$ cat src/rtl/nlecc_pkg.sv
package nlecc_pkg;
  typedef enum logic [2:0] {
    S_IDLE = 3'd0,
    S_WSYN = 3'd1,
    S_WLOC = 3'd2,
    S_WRE  = 3'd3,
    S_VER  = 3'd4
  } nl_state_e;

  typedef enum logic [1:0] {
    O_PASS = 2'd0,
    O_FAIL = 2'd1,
    O_SKIP = 2'd2,
    O_FIX  = 2'd3
  } nl_outcome_e;
endpackage

$ cat src/rtl/nlecc_zdet.sv
module nlecc_zdet #(
  parameter int W = 10
) (
  input  logic [W-1:0] vec,
  output logic         nz
);
  assign nz = |vec;
endmodule

$ cat src/rtl/nlecc_classify.sv
module nlecc_classify
  import nlecc_pkg::*;
#(
  parameter int CNT_W = 4,
  parameter int T_MAX = 5
) (
  input  logic [CNT_W-1:0] err_cnt,
  input  logic             info_hit,
  input  logic             nl_nz_held,
  output nl_outcome_e      outcome
);
  localparam logic signed [CNT_W-1:0] LIMIT = CNT_W'(T_MAX);

  logic signed [CNT_W-1:0] cnt_s;
  assign cnt_s = $signed(err_cnt);

  always_comb begin
    if (cnt_s < 0 || cnt_s > LIMIT) begin
      outcome = O_FAIL;
    end else if (cnt_s == 0) begin
      outcome = nl_nz_held ? O_FAIL : O_PASS;
    end else if (!info_hit) begin
      outcome = O_SKIP;
    end else begin
      outcome = O_FIX;
    end
  end
endmodule

$ cat src/rtl/nlecc_fsm.sv
module nlecc_fsm
  import nlecc_pkg::*;
(
  input  logic        clk,
  input  logic        rst_n,
  input  logic        start,
  input  logic        syn_vld,
  input  logic        lin_syn_zero,
  input  logic        nl_nz,
  input  logic        loc_vld,
  input  nl_outcome_e outcome,
  input  logic        re_vld,
  input  logic        re_nz,
  output logic        nl_nz_held,
  output logic        search_req,
  output logic        recheck_req,
  output logic        commit,
  output logic        done,
  output logic        err,
  output nl_state_e   st
);
  nl_state_e st_q, st_n;
  logic done_q, done_n, err_q, err_n;
  logic cmt_q, cmt_n, srch_q, srch_n, rchk_q, rchk_n;
  logic nlh_q, nlh_en, renz_q, renz_en;

  always_comb begin
    st_n    = st_q;
    done_n  = done_q;
    err_n   = err_q;
    cmt_n   = 1'b0;
    srch_n  = 1'b0;
    rchk_n  = 1'b0;
    nlh_en  = 1'b0;
    renz_en = 1'b0;
    case (st_q)
      S_IDLE: begin
        if (start) begin
          st_n   = S_WSYN;
          done_n = 1'b0;
          err_n  = 1'b0;
        end
      end
      S_WSYN: begin
        if (syn_vld) begin
          nlh_en = 1'b1;
          if (lin_syn_zero) begin
            st_n   = S_IDLE;
            done_n = 1'b1;
            err_n  = nl_nz;
          end else begin
            st_n   = S_WLOC;
            srch_n = 1'b1;
          end
        end
      end
      S_WLOC: begin
        if (loc_vld) begin
          case (outcome)
            O_FIX: begin
              st_n   = S_WRE;
              rchk_n = 1'b1;
            end
            O_FAIL: begin
              st_n   = S_IDLE;
              done_n = 1'b1;
              err_n  = 1'b1;
            end
            default: begin
              st_n   = S_IDLE;
              done_n = 1'b1;
              err_n  = 1'b0;
            end
          endcase
        end
      end
      S_WRE: begin
        if (re_vld) begin
          renz_en = 1'b1;
          st_n    = S_VER;
        end
      end
      S_VER: begin
        st_n   = S_IDLE;
        done_n = 1'b1;
        err_n  = renz_q;
        cmt_n  = !renz_q;
      end
      default: st_n = S_IDLE;
    endcase
  end

  always_ff @(posedge clk or negedge rst_n) begin
    if (!rst_n) begin
      st_q   <= S_IDLE;
      done_q <= 1'b0;
      err_q  <= 1'b0;
      cmt_q  <= 1'b0;
      srch_q <= 1'b0;
      rchk_q <= 1'b0;
      nlh_q  <= 1'b0;
      renz_q <= 1'b0;
    end else begin
      st_q   <= st_n;
      done_q <= done_n;
      err_q  <= err_n;
      cmt_q  <= cmt_n;
      srch_q <= srch_n;
      rchk_q <= rchk_n;
      if (nlh_en)  nlh_q  <= nl_nz;
      if (renz_en) renz_q <= re_nz;
    end
  end

  assign nl_nz_held  = nlh_q;
  assign search_req  = srch_q;
  assign recheck_req = rchk_q;
  assign commit      = cmt_q;
  assign done        = done_q;
  assign err         = err_q;
  assign st          = st_q;
endmodule

$ cat src/rtl/nlecc_decide.sv
module nlecc_decide
  import nlecc_pkg::*;
#(
  parameter int SYN_W = 10,
  parameter int CNT_W = 4,
  parameter int T_MAX = 5
) (
  input  logic             clk,
  input  logic             rst_n,
  input  logic             start,
  input  logic             syn_vld,
  input  logic             lin_syn_zero,
  input  logic [SYN_W-1:0] nl_syn,
  input  logic             loc_vld,
  input  logic [CNT_W-1:0] err_cnt,
  input  logic             info_hit,
  input  logic             re_vld,
  input  logic [SYN_W-1:0] re_syn,
  output logic             search_req,
  output logic             recheck_req,
  output logic             commit,
  output logic             done,
  output logic             err
);
  logic        nl_nz, re_nz, nl_nz_held;
  nl_outcome_e outcome;
  nl_state_e   st;

  nlecc_zdet #(.W(SYN_W)) u_nlz (.vec(nl_syn), .nz(nl_nz));
  nlecc_zdet #(.W(SYN_W)) u_rez (.vec(re_syn), .nz(re_nz));

  nlecc_classify #(.CNT_W(CNT_W), .T_MAX(T_MAX)) u_cls (
    .err_cnt(err_cnt), .info_hit(info_hit), .nl_nz_held(nl_nz_held),
    .outcome(outcome)
  );

  nlecc_fsm u_fsm (
    .clk(clk), .rst_n(rst_n), .start(start), .syn_vld(syn_vld),
    .lin_syn_zero(lin_syn_zero), .nl_nz(nl_nz), .loc_vld(loc_vld),
    .outcome(outcome), .re_vld(re_vld), .re_nz(re_nz),
    .nl_nz_held(nl_nz_held), .search_req(search_req),
    .recheck_req(recheck_req), .commit(commit), .done(done), .err(err),
    .st(st)
  );
endmodule

$ cat config.mk
export PLATFORM = sky130hd
export DESIGN_NAME = nlecc_decide
export DESIGN_NICKNAME = d
export VERILOG_FILES = /design/src/rtl/nlecc_pkg.sv /design/src/rtl/nlecc_zdet.sv /design/src/rtl/nlecc_classify.sv /design/src/rtl/nlecc_fsm.sv /design/src/rtl/nlecc_decide.sv
export SDC_FILE = /design/constraint.sdc
export NUM_CORES = 1
export LEC_CHECK = 0
export BUFFER_PORTS_ARGS = -buffer_cell sky130_fd_sc_hd__clkbuf_2
export CAP_MARGIN = 20
export CORE_MARGIN = 1
export CORE_UTILIZATION = 40
export DETAILED_ROUTE_END_ITERATION = 12
export MAX_ROUTING_LAYER = met4
export PLACE_DENSITY = 0.87
export SETUP_SLACK_MARGIN = 0.5
export SLEW_MARGIN = 40
export SYNTH_ARGS = -nofsm -noshare
export SYNTH_HDL_FRONTEND = slang
export SYNTH_SLANG_ARGS = --single-unit
$ cat constraint.sdc
create_clock -name clk -period 2.1 [get_ports clk]
set_input_delay 0.42 -clock clk [delete_from_list [all_inputs] [get_ports clk]]
set_output_delay 0.42 -clock clk [all_outputs]
set_load 0.02 [all_outputs]
# Word-level counts from Yosys, hierarchy flattened
# Cells that the tools add are included.
dict set report word_totals {
  elab_cells 64
  in_bits 32
  out_inout_bits 5
  ff_bits 10
}
dict set report classes {
  magnitude_cmp 2
  eq_ne 12
  reduce_logical 9
  muxes 33
}
# op count
set ops {}
lappend ops {{$logic_not 32->1} 1}
lappend ops {{$mux 1} 21}
lappend ops {{$reduce_or 10->1} 2}
lappend ops {{$mux 3} 4}
lappend ops {{$ne 2x2->1 const B} 6}
lappend ops {{$pmux 3 s4} 1}
lappend ops {{$mux 2} 4}
lappend ops {{$pmux 1 s4} 2}
lappend ops {{$eq 3x2->1 const B} 2}
lappend ops {{$reduce_and 6->1} 1}
lappend ops {{$gt 4x4->1 const B} 1}
lappend ops {{$lt 4x1->1 const B} 1}
lappend ops {{$reduce_and 4->1} 1}
lappend ops {{$reduce_bool 4->1} 1}
lappend ops {{$eq 3x1->1 const B} 1}
lappend ops {{$eq 3x3->1 const B} 1}
lappend ops {{$logic_not 3->1} 1}
lappend ops {{$eq 2x1->1 const B} 1}
lappend ops {{$eq 2x2->1 const B} 1}
lappend ops {{$pmux 1 s2} 1}
lappend ops {{$logic_not 1->1} 1}
lappend ops {{$logic_or 1x1->1} 1}

# Depth between registers and ports, before layout
# Gate-level depths: netlist of the first run.
dict set report depth {
  depth_word 7
  mapped_depth 5
}

# By module
# Synthesis of the first run repeated with hierarchy kept, for this count alone.
dict set report hier_totals {
  cells_unflattened 69
  hier_area_um2 650.6
}
# module instances area_per_inst_um2 cells_per_inst
set modules_own_cells {}
lappend modules_own_cells {nlecc_fsm 1 555.5 53}
lappend modules_own_cells {nlecc_classify 1 52.6 8}
lappend modules_own_cells {nlecc_zdet 2 21.3 4}

# Worst setup path after synthesis of the first run
# Ideal clock, no wire load.
dict set report synth_path {
  path_type {register -> register}
  start {reg u_fsm.st_q[2] (netlist: u_fsm.st[2])}
  end {reg u_fsm.done_q (netlist: u_fsm.done)}
  required_ps 1972
  arrival_time_ps 1406
  stages_incl_launch_ff 5
  setup_slack_ps 566
  path_cell_list {dfrtp_1 -> buf_4 -> o31a_1 -> a211o_1 -> mux2_1}
}
dict set report synth_between {
  elab_chain_len 3
  word_cells_on_any_way 12
  classes_between {eq/ne: 8; mux: 1; reduce/logical: 3}
}
# item line_no
set synth_lines {}
lappend synth_lines {{start: declaration} nlecc_fsm.sv:22} ;# nl_state_e st_q, st_n;
lappend synth_lines {{start signal: assignment} nlecc_fsm.sv:104} ;# st_q <= st_n;
lappend synth_lines {{$eq 3x2->1 (tied with other cells)} nlecc_fsm.sv:36} ;# case (st_q)
lappend synth_lines {{$ne 2x2->1 (no source line) or $reduce_bool 4->1 (tied branches)} n/a}
lappend synth_lines {{$reduce_and 6->1 (no source line)} n/a}
lappend synth_lines {{end signal: assignment} nlecc_fsm.sv:105} ;# done_q <= done_n;
lappend synth_lines {{end: declaration} nlecc_fsm.sv:23} ;# logic done_q, done_n, err_q, err_n;
# Several ways; a longest one is shown, not always the timed one.
# A chain may end at the register's enable or synchronous reset.

# Worst setup path after layout of the first run
dict set report layout_path {
  start {reg u_fsm.st_q[1] (netlist: u_fsm.st[1])}
  end {reg u_fsm.done_q (netlist: u_fsm.done)}
}
# Same word-level chain as after synthesis.

==> results of run 1 <==
[layout make-up]
| cell class | instances | area, sq um | area share |
|---|---|---|---|
| clock buffers | 4 | 36.3 | 0.0388 |
| multi-input cells | 45 | 348 | 0.372 |
| flip-flops and latches | 10 | 253 | 0.270 |
| well taps | 15 | 18.8 | 0.0201 |
| repair buffers | 48 | 279 | 0.299 |
[through the flow]
step | util | instance area (sq um) | total power [mW] | std cells | setup slack [ps]
global route | 0.692 | 935 | 1.18 | 122 | 438
CTS | 0.657 | 887 | 0.977 | 119 | 495
global placement | 0.576 | 777 | 0.673 | 107 | 444
detailed placement | 0.576 | 777 | 0.688 | 107 | 391
finish | 0.692 | 935 | 1.10 | 122 | 488
floorplan | - | 597 | 0.611 | 58 | 566
[kinds of logic (layout without fill, tap and decap cells)]
| group | after synthesis | count (layout) | share of synthesized area |
|---|---|---|---|
| compound gates | 11 | 11 | 0.126 |
| xor+xnor | 1 | 1 | 0.0147 |
| buf+inv | 3 | 52 | 0.0440 |
| flops | 10 | 10 | 0.419 |
| simple gates | 28 | 28 | 0.283 |
| mux | 5 | 5 | 0.113 |
[worst max-delay path, cell delays in order, from the launching register on]
cell and delay (ps):
dfrtp_2 420, buf_6 120, buf_6 80, nand2_2 40, o31a_1 230, a211o_1 300
mux2_4 310
[metal layers]
metal	GRT usage	vias up
met5	-	-
met4	0.0750	0
met3	0.0815	2
met2	0.448	32
met1	0.229	320
li1	-	324
[cell usage in the layout, fill, tap and decap left out, drive strengths merged, types with 2 or more instances in the layout]
| cell | count |
|---|---|
| nand2 | 3 |
| nand3 | 2 |
| o21ai | 2 |
| nor2 | 8 |
| buf | 12 |
| mux2 | 4 |
| nor4 | 4 |
| dfrtp | 10 |
| nor3b | 2 |
| a21oi | 3 |
| clkbuf | 40 |
[where the power goes]
group | switching (mW) | leakage (nW) | internal (mW) | total, mW
sequential | 0.0433 | 0.121 | 0.253 | 0.296
combinational | 0.268 | 0.327 | 0.361 | 0.629
clock | 0.0745 | 0.0210 | 0.105 | 0.180
[state kept, by name, summed over array words and instances (netlist names)]
register,count
u_fsm.search_req,1
u_fsm.nl_nz_held,1
u_fsm.done,1
u_fsm.recheck_req,1
u_fsm.st,3
u_fsm.err,1
u_fsm.commit,1
u_fsm.renz_q,1
[final timing paths]
path | from | endpoint | slack [ps] | cells after the start
worst max-delay path | u_fsm.st[1] | u_fsm.done | 490 | 6
worst min-delay path | rst_n | u_fsm.search_req | 4 | 1
worst max register to register | u_fsm.st[1] | u_fsm.done | 490 | 6
worst min register to register | u_fsm.renz_q | u_fsm.commit | 450 | 1
max in group asynchronous | rst_n | u_fsm.st[0] | 1860 | 1
min in group clk | lin_syn_zero | u_fsm.search_req | 330 | 2
[timing repair]
item                                    4_1_cts  5_1_grt
endpoints found under the setup margin        2        3
endpoints found under the hold margin         0        0
hold buffers                                  0        0
gates resized for setup                       8        6
pin swaps                                     2        2
setup buffers                                 8        3
==> impl_results.md, run 1 <==
- Total CTS buffers: 3
- Number of global-route vias before repair: between 600 and 700
- Vias per inst: ~5.6
- Post-route ant nets: 0
- Post-synth top area cell: dfrtp_1
- Post-route DRC: 0
- Die ar.: 1650 sq um
- Met1 wire length: approximately 670 um
- Kind of critical path: flip-flop to flip-flop
- VDD IR max: around 0.7 mV
- Worst Skew: ~11 ps
- Synthesized instance count: 58
- Critical Path Start Type: flip-flop
- Fillers: 103
- # IOs: 37
- EDFF count, synth: 0
- Hold_ws: 4.15 ps
- Met3 wire length: 107 um
- Average wire per standard cell: 13.5 um
- Most common cell in the synthesized netlist: dfrtp_1
- Latest clock arrival within the worst-skew pair: 270 ps
- Clock-pin slew of the registers on the worst-case setup and hold paths: 80 ps
- Pwr dens: 1180 nW/um^2
- Setup Viol. Count Final: 0
- Register bit total from synthesis: 10
- Area contributors post-synth: dfrtp_1 (42%), nor2_1 (5.0%), nor4_1 (4.2%), mux2_1 (3.8%), mux2_2 (3.8%)
- Ratio of cells with drive above 1 in the final layout: 0.598
- Global-route wire length before repair: 2430 um
- F_max: 0.620 GHz
- N_diodes: 0
- Worst min path class: input port to asynchronous set/reset pin
- Slew headroom: 0.753
- CP Capture Type: flip-flop
- Via count: 678
- Synth Flop Type: dfrtp_1
- Die Ht: 40.6 um
- Nets: 140
- DRT Pass-1 Iters: 4
- Top cells by count, synth: dfrtp_1 (10), nor2_1 (8), nor4_1 (4), a21oi_1 (3)
- Critical Path RT: 2250 ps
- Grt ovf: 0
- DR iter-0 viols: 24
- Initial antenna violation count: 0
- Mean Syn Cell Area: 10.3 sq um
- Post-synthesis sequential area ratio: 0.419
- Ys Warns: 0
- H-tree levels: 1
- Overall Global Routing Usage: 0.240
- Clk buf depth: 2
- Period utilization: 0.768
- LEAKAGE: 0.469 nW
- Post-synthesis cell type count: 31
- Worst Tran Pin Value: 369 ps
- Post-DP HPWL: 1110 um
- Clock sinks: 10
- Met2 Routed Length: approximately 860 um
- Starting density of the core: 0.442
- Layout area overhead: 56.6%
- CP arrival: 1760 ps
- IO Port Bufs: 36
- CORE AREA: 1350 sq um
- Total Wirelength: roughly 1600 um
- Clock root buffer master: clkbuf_4
- TNS Setup: 0 ps
- Max-cap violations: 0
- Largest net degree at the start of global routing: 12
- Final worst path period need: around 1600 ps
- Status: complete, no violations
- Gpl congestion: 0.860
- Slew Limit Fails: 0
- Die Span X: 40.6 um
- Top layer in use: met4
- Unrepaired setup endpoints after global routing: true
- Synth top area share: 0.419
- Critical path peak fanout: 5
- Post-synth ARST share: 1.00
- Mapped Area: 597 sq um
- CTS tree: done
- Syn Nets: 90
- FP Rows: 13
- Final Hold Fails: 0
(Power assumes the default switching activity.)
==> inputs of run 2 (changes only) <==
--- a/config.mk
+++ b/config.mk
@@ -8,10 +8,10 @@
 export BUFFER_PORTS_ARGS = -buffer_cell sky130_fd_sc_hd__clkbuf_2
 export CAP_MARGIN = 20
 export CORE_MARGIN = 1
-export CORE_UTILIZATION = 40
+export CORE_UTILIZATION = 37
 export DETAILED_ROUTE_END_ITERATION = 12
 export MAX_ROUTING_LAYER = met4
-export PLACE_DENSITY = 0.87
+export PLACE_DENSITY = 0.84
 export SETUP_SLACK_MARGIN = 0.5
 export SLEW_MARGIN = 40
 export SYNTH_ARGS = -nofsm -noshare
==> constraint.sdc (replaced) <==
create_clock -name clk -period 1.4 [get_ports clk]
set_input_delay 0.28 -clock clk [delete_from_list [all_inputs] [get_ports clk]]
set_output_delay 0.28 -clock clk [all_outputs]
set_load 0.02 [all_outputs]
==> impl_results.md, run 2 (synthesis results as in run 1) <==
- Largest net degree at the start of global routing: 11
- Critical Path Max Stage Delay: 440 ps
- IO Port Bufs: 36
- Slew headroom: 0.808
- Failing checks: setup timing
- Met1 wire length: 698 um
- Die Span X: 42.2 um
- Status: finished with violations
- DRT Pass-1 Iters: 4
- Commonest non-fill, non-tap cell in the layout: clkbuf_2
- Register Area: 253 sq um
- Placed Instance Area: 871 sq um
- Final Hold Fails: 0
- Overall Global Routing Usage: 0.235
- Ratio of cells with drive above 1 in the final layout: 0.643
- LEAKAGE: approximately 0.52 nW
- Gpl congestion: 0.851
- Global-route wire length before repair: 3040 um
- Max FFs per register: 3
- Average wire per standard cell: ~15 um
- Layout area overhead: 73.6%
- CP delay by family, top: compound AO/OA/AOI/OAI gates
- Total CTS buffers: 3
- Post-Layout Cell Count: ~130
- Worst Tran Pin Value: 286 ps
- Critical-path cell list: nand4bb_1 > o31a_1 > a211o_1 > mux2_4
- FF-to-FF End: u_fsm.done
- Latest clock arrival within the worst-skew pair: 270 ps
- Critical Path Start Type: flip-flop
- Max-cap violations: 0
- F_max: approximately 0.63 GHz
- Setup Viol. Count Final: 4
- Clk buf depth: 2
- Pwr dens: 1670 nW/um^2
- Top layer in use: met4
- Starting density of the core: 0.396
- Final worst slack: -182 ps
- Worst Skew: 6.66 ps
- Placement Setup Slack: -172 ps
- Fillers: 125
- Die ar.: 1780 sq um
- N_diodes: 0
- Area of the multi-input gates: between 300 and 400 sq um
- FP Rows: 14
- CP arrival: 1730 ps
- Kind of critical path: flip-flop to flip-flop
- Met3 wire length: 104 um
- Worst hold start: lin_syn_zero
- Post-DP HPWL: 1380 um
- Unrepaired setup endpoints after global routing: true
- CP bufs+invs: 0
- Most frequent cells in the layout: clkbuf_2 (31), buf_4 (14), dfrtp_1 (8), nor2_1 (5), buf_6 (5)
- Vias per inst: roughly 5.5
- Met2 Routed Length: between 1000 and 1500 um
- Critical path peak fanout: 5
- Reg2reg path depth: 4
- Overall power: around 1.7 mW
- Clock-pin slew of the registers on the worst-case setup and hold paths: 70 ps
- Critical Path RT: 1550 ps
- Slowest CP cell: dfrtp_1
- Nets: around 150
- Cells after DPL: 120
- Clock root buffer master: clkbuf_4
- Post-route ant nets: 0
- Via count: 709
- DR iter-0 viols: 19
- Post-route DRC: 0
- Grt ovf: 0
- Slew Limit Fails: 0
- H-tree levels: 1
- Worst min path class: input port to flip-flop
- Fin area: 1040 sq um
- Internal reg-to-reg setup slack: -180 ps
- Clock sinks: 10
- CORE AREA: 1510 sq um
- Reg2reg start: u_fsm.st[2]
- Total Wirelength: 1900 um
- VDD IR max: 0.922 mV
- Die Ht: roughly 42 um
- Initial antenna violation count: 0
- CTS tree: done
- CP Capture Type: flip-flop
- # IOs: 37
- Final worst path period need: 1580 ps
- Hold path depth: 2
- Hold EP: u_fsm.search_req
- Number of global-route vias before repair: 738
- Period utilization: 1.13
[run 2: power breakdown]
group | internal [mW] | leakage, nW | total (mW) | switching [mW]
Combinational | 0.642 | 0.382 | 1.05 | 0.410
Sequential | 0.380 | 0.121 | 0.484 | 0.104
Clock | 0.0992 | 0.0138 | 0.197 | 0.0974
[run 2: final cells by class]
cell class | count | share of cell area
multi-input cells | 45 | 0.360
well taps | 16 | 0.0193
repair buffers | 54 | 0.355
flip-flops and latches | 10 | 0.244
clock buffers | 3 | 0.0217
[run 2: worst max-delay path by stage]
stage	end	slack, ps	startpoint	depth (start not counted)
after floorplan	u_fsm.done	-80	u_fsm.st[2]	4
after global placement	u_fsm.done	-130	u_fsm.st[0]	4
after detailed placement	u_fsm.done	-170	u_fsm.st[1]	4
after CTS	u_fsm.done	-140	u_fsm.st[1]	5
after global routing	u_fsm.err	-200	u_fsm.st[2]	4
final	u_fsm.done	-180	u_fsm.st[2]	4
[run 2: per-layer routing]
layer / track usage / vias up
met5: - / -
met4: 0.0813 / 0
met3: 0.0388 / 7
met2: 0.440 / 33
met1: 0.243 / 340
li1: - / 329
[run 2: what timing repair did]
item | CTS | global route
pin swaps | 2 | 6
endpoints found under the setup margin | 15 | 15
setup buffers | 2 | 2
hold buffers | 1 | 0
endpoints found under the hold margin | 10 | 0
gates resized for setup | 17 | 10
cloned | 0 | 0
[run 2: stage by stage]
| step | TNS, ps | util | hold WS (ps) |
|---|---|---|---|
| after floorplan | -163 | - | -15.6 |
| after global placement | -430 | 0.578 | 156 |
| after detailed placement | -599 | 0.578 | 161 |
| after CTS | -385 | 0.659 | 208 |
| after global routing | -677 | 0.688 | 223 |
| final | -519 | 0.688 | 211 |
==> inputs of run 3 (changes only) <==
--- a/config.mk
+++ b/config.mk
@@ -5,6 +5,7 @@
 export SDC_FILE = /design/constraint.sdc
 export NUM_CORES = 1
 export LEC_CHECK = 0
+export ABC_AREA = 0
 export BUFFER_PORTS_ARGS = -buffer_cell sky130_fd_sc_hd__clkbuf_2
 export CAP_MARGIN = 20
 export CORE_MARGIN = 1
@@ -12,7 +13,7 @@
 export DETAILED_ROUTE_END_ITERATION = 12
 export MAX_ROUTING_LAYER = met4
 export PLACE_DENSITY = 0.84
-export SETUP_SLACK_MARGIN = 0.5
+export SETUP_SLACK_MARGIN = 0.02
 export SLEW_MARGIN = 40
 export SYNTH_ARGS = -nofsm -noshare
 export SYNTH_HDL_FRONTEND = slang
==> constraint.sdc (replaced) <==
create_clock -name clk -period 1.4 [get_ports clk]
set_input_delay 0.14 -clock clk [delete_from_list [all_inputs] [get_ports clk]]
set_output_delay 0.14 -clock clk [all_outputs]
set_load 0.02 [all_outputs]
==> impl_results.md, run 3 (synthesis results as in run 1) <==
- Average wire per standard cell: ~15 um
- Starting density of the core: 0.396
- Layout area overhead: 62.5%
- Via count: 683
- Most frequent cells in the layout: clkbuf_2 (36), buf_4 (11), dfrtp_1 (7), nor2_1 (6), nor4_1 (4)
- Final worst path period need: 1550 ps
- Reg2reg start: u_fsm.st[1]
- Reg2reg path depth: 4
- DR iter-0 viols: 15
- Post-route ant nets: 0
- Slowest CP cell: dfrtp_2
- CP bufs+invs: 0
- Worst Tran Pin Value: 276 ps
- Post-DP HPWL: ~1300 um
- Total Wirelength: 1840 um
- IO Port Bufs: 36
- Worst hold start: lin_syn_zero
- Largest net degree at the start of global routing: 11
- Critical Path Start Type: flip-flop
- Critical path peak fanout: 5
- Hold_ws: 97.4 ps
- Ratio of cells with drive above 1 in the final layout: 0.630
- Max-cap violations: 0
- FF-to-FF End: u_fsm.err
- Switching Fraction: 0.364
- Pint: 1.05 mW
- Number of global-route vias before repair: 709
- Critical Path Max Stage Delay: 440 ps
- Latest clock arrival within the worst-skew pair: 260 ps
- Gpl congestion: 0.797
- Overall power: between 1.5 and 2 mW
- CORE AREA: 1510 sq um
- CTS tree: done
- LEAKAGE: around 0.48 nW
- Grt ovf: 0
- Clock root buffer master: clkbuf_4
- Die Ht: 42.2 um
- Fin area: 970 sq um
- Slew headroom: 0.814
- Worst min path class: input port to flip-flop
- Register share of total power: 0.295
- Final Hold Fails: 0
- Critical Path RT: 1550 ps
- Commonest non-fill, non-tap cell in the layout: clkbuf_2
- N_diodes: 0
- Top layer in use: met4
- CP arrival: 1700 ps
- Status: finished with violations
- Pwr dens: 1700 nW/um^2
- Power share of the combinational group: 0.588
- Global-route wire length before repair: about 3100 um
- CP delay by family, top: flip-flops
- Final worst slack: -153 ps
- Switching power: 0.600 mW
- H-tree levels: 1
- DRT Pass-1 Iters: 5
- Period utilization: 1.11
- Met3 wire length: 85 um
- Slew Limit Fails: 0
- Hold EP: u_fsm.search_req
- Worst Skew: around 0.27 ps
- Clk buf depth: 2
- Post-route DRC: 0
- Overall Global Routing Usage: 0.243
- Die ar.: 1780 sq um
- Met1 wire length: about 700 um
- Critical-path cell list: nor3b_4 > and4b_1 > a211o_1 > mux2_4
- Failing checks: setup timing
- Hold path depth: 2
- Clock sinks: 10
- Max FFs per register: 3
- Placed Instance Area: 833 sq um
- F_max: between 0.6 and 0.7 GHz
- FP Rows: 14
- Met2 Routed Length: 1040 um
- CP Capture Type: flip-flop
- Setup Viol. Count Final: 4
- Clock Power Share: 0.116
- Internal reg-to-reg setup slack: -150 ps
- Vias per inst: approximately 5.5
- Unrepaired setup endpoints after global routing: true
- Total CTS buffers: 3
- Clock-pin slew of the registers on the worst-case setup and hold paths: 60 ps
- Die Span X: between 40 and 50 um
- VDD IR max: 0.812 mV
- Nets: between 100 and 150
- Post-Layout Cell Count: 124
- Cells after DPL: 115
- Kind of critical path: flip-flop to flip-flop
- # IOs: 37
- Initial antenna violation count: 0
-- run 3: stage by stage --
stage | utilization | setup TNS, ps | setup slack [ps]
floorplan | - | -163 | -81.6
global placement | 0.553 | -446 | -143
detailed placement | 0.553 | -686 | -197
CTS | 0.627 | -389 | -119
global route | 0.644 | -651 | -196
finish | 0.644 | -467 | -153
-- run 3: area by class of cell --
class,instances,area [sq um]
clock buffer,3,22.5
fill,133,537
multi-input combinational,45,378
sequential,10,254
tap,16,20.0
timing repair buffer,50,295
-- run 3: how the worst max path moves through the flow --
| stage | start | end | slack (ps) | depth (start not counted) |
|---|---|---|---|---|
| after floorplan | u_fsm.st[2] | u_fsm.done | -80 | 4 |
| final | u_fsm.st[1] | u_fsm.err | -150 | 4 |
| after global routing | u_fsm.st[0] | u_fsm.err | -200 | 4 |
| after detailed placement | u_fsm.st[1] | u_fsm.done | -200 | 5 |
| after global placement | u_fsm.st[1] | u_fsm.done | -140 | 5 |
| after CTS | u_fsm.st[2] | u_fsm.err | -120 | 4 |
-- run 3: repair_timing --
| item | CTS | global route |
|---|---|---|
| hold buffers | 1 | 0 |
| endpoints found under the hold margin | 10 | 0 |
| gates resized for setup | 14 | 4 |
| pin swaps | 5 | 4 |
| setup endpoints to repair | 5 | 5 |
| setup buffers | 4 | 1 |
-- run 3: power groups by stage --
stage	logic, mW	registers [mW]	clock network [mW]
6_report	0.969	0.487	0.192
5_1_grt	1.05	0.498	0.223
4_1_cts	0.908	0.481	0.202
3_5_place_dp	0.703	0.470	0
3_3_place_gp	0.668	0.468	0
2_1_floorplan	0.476	0.464	0
-- run 3: routing by layer --
layer,vias up,track usage
li1,320,-
met5,-,-
met1,336,0.264
met4,0,0.0813
met3,2,0.0431
met2,25,0.443
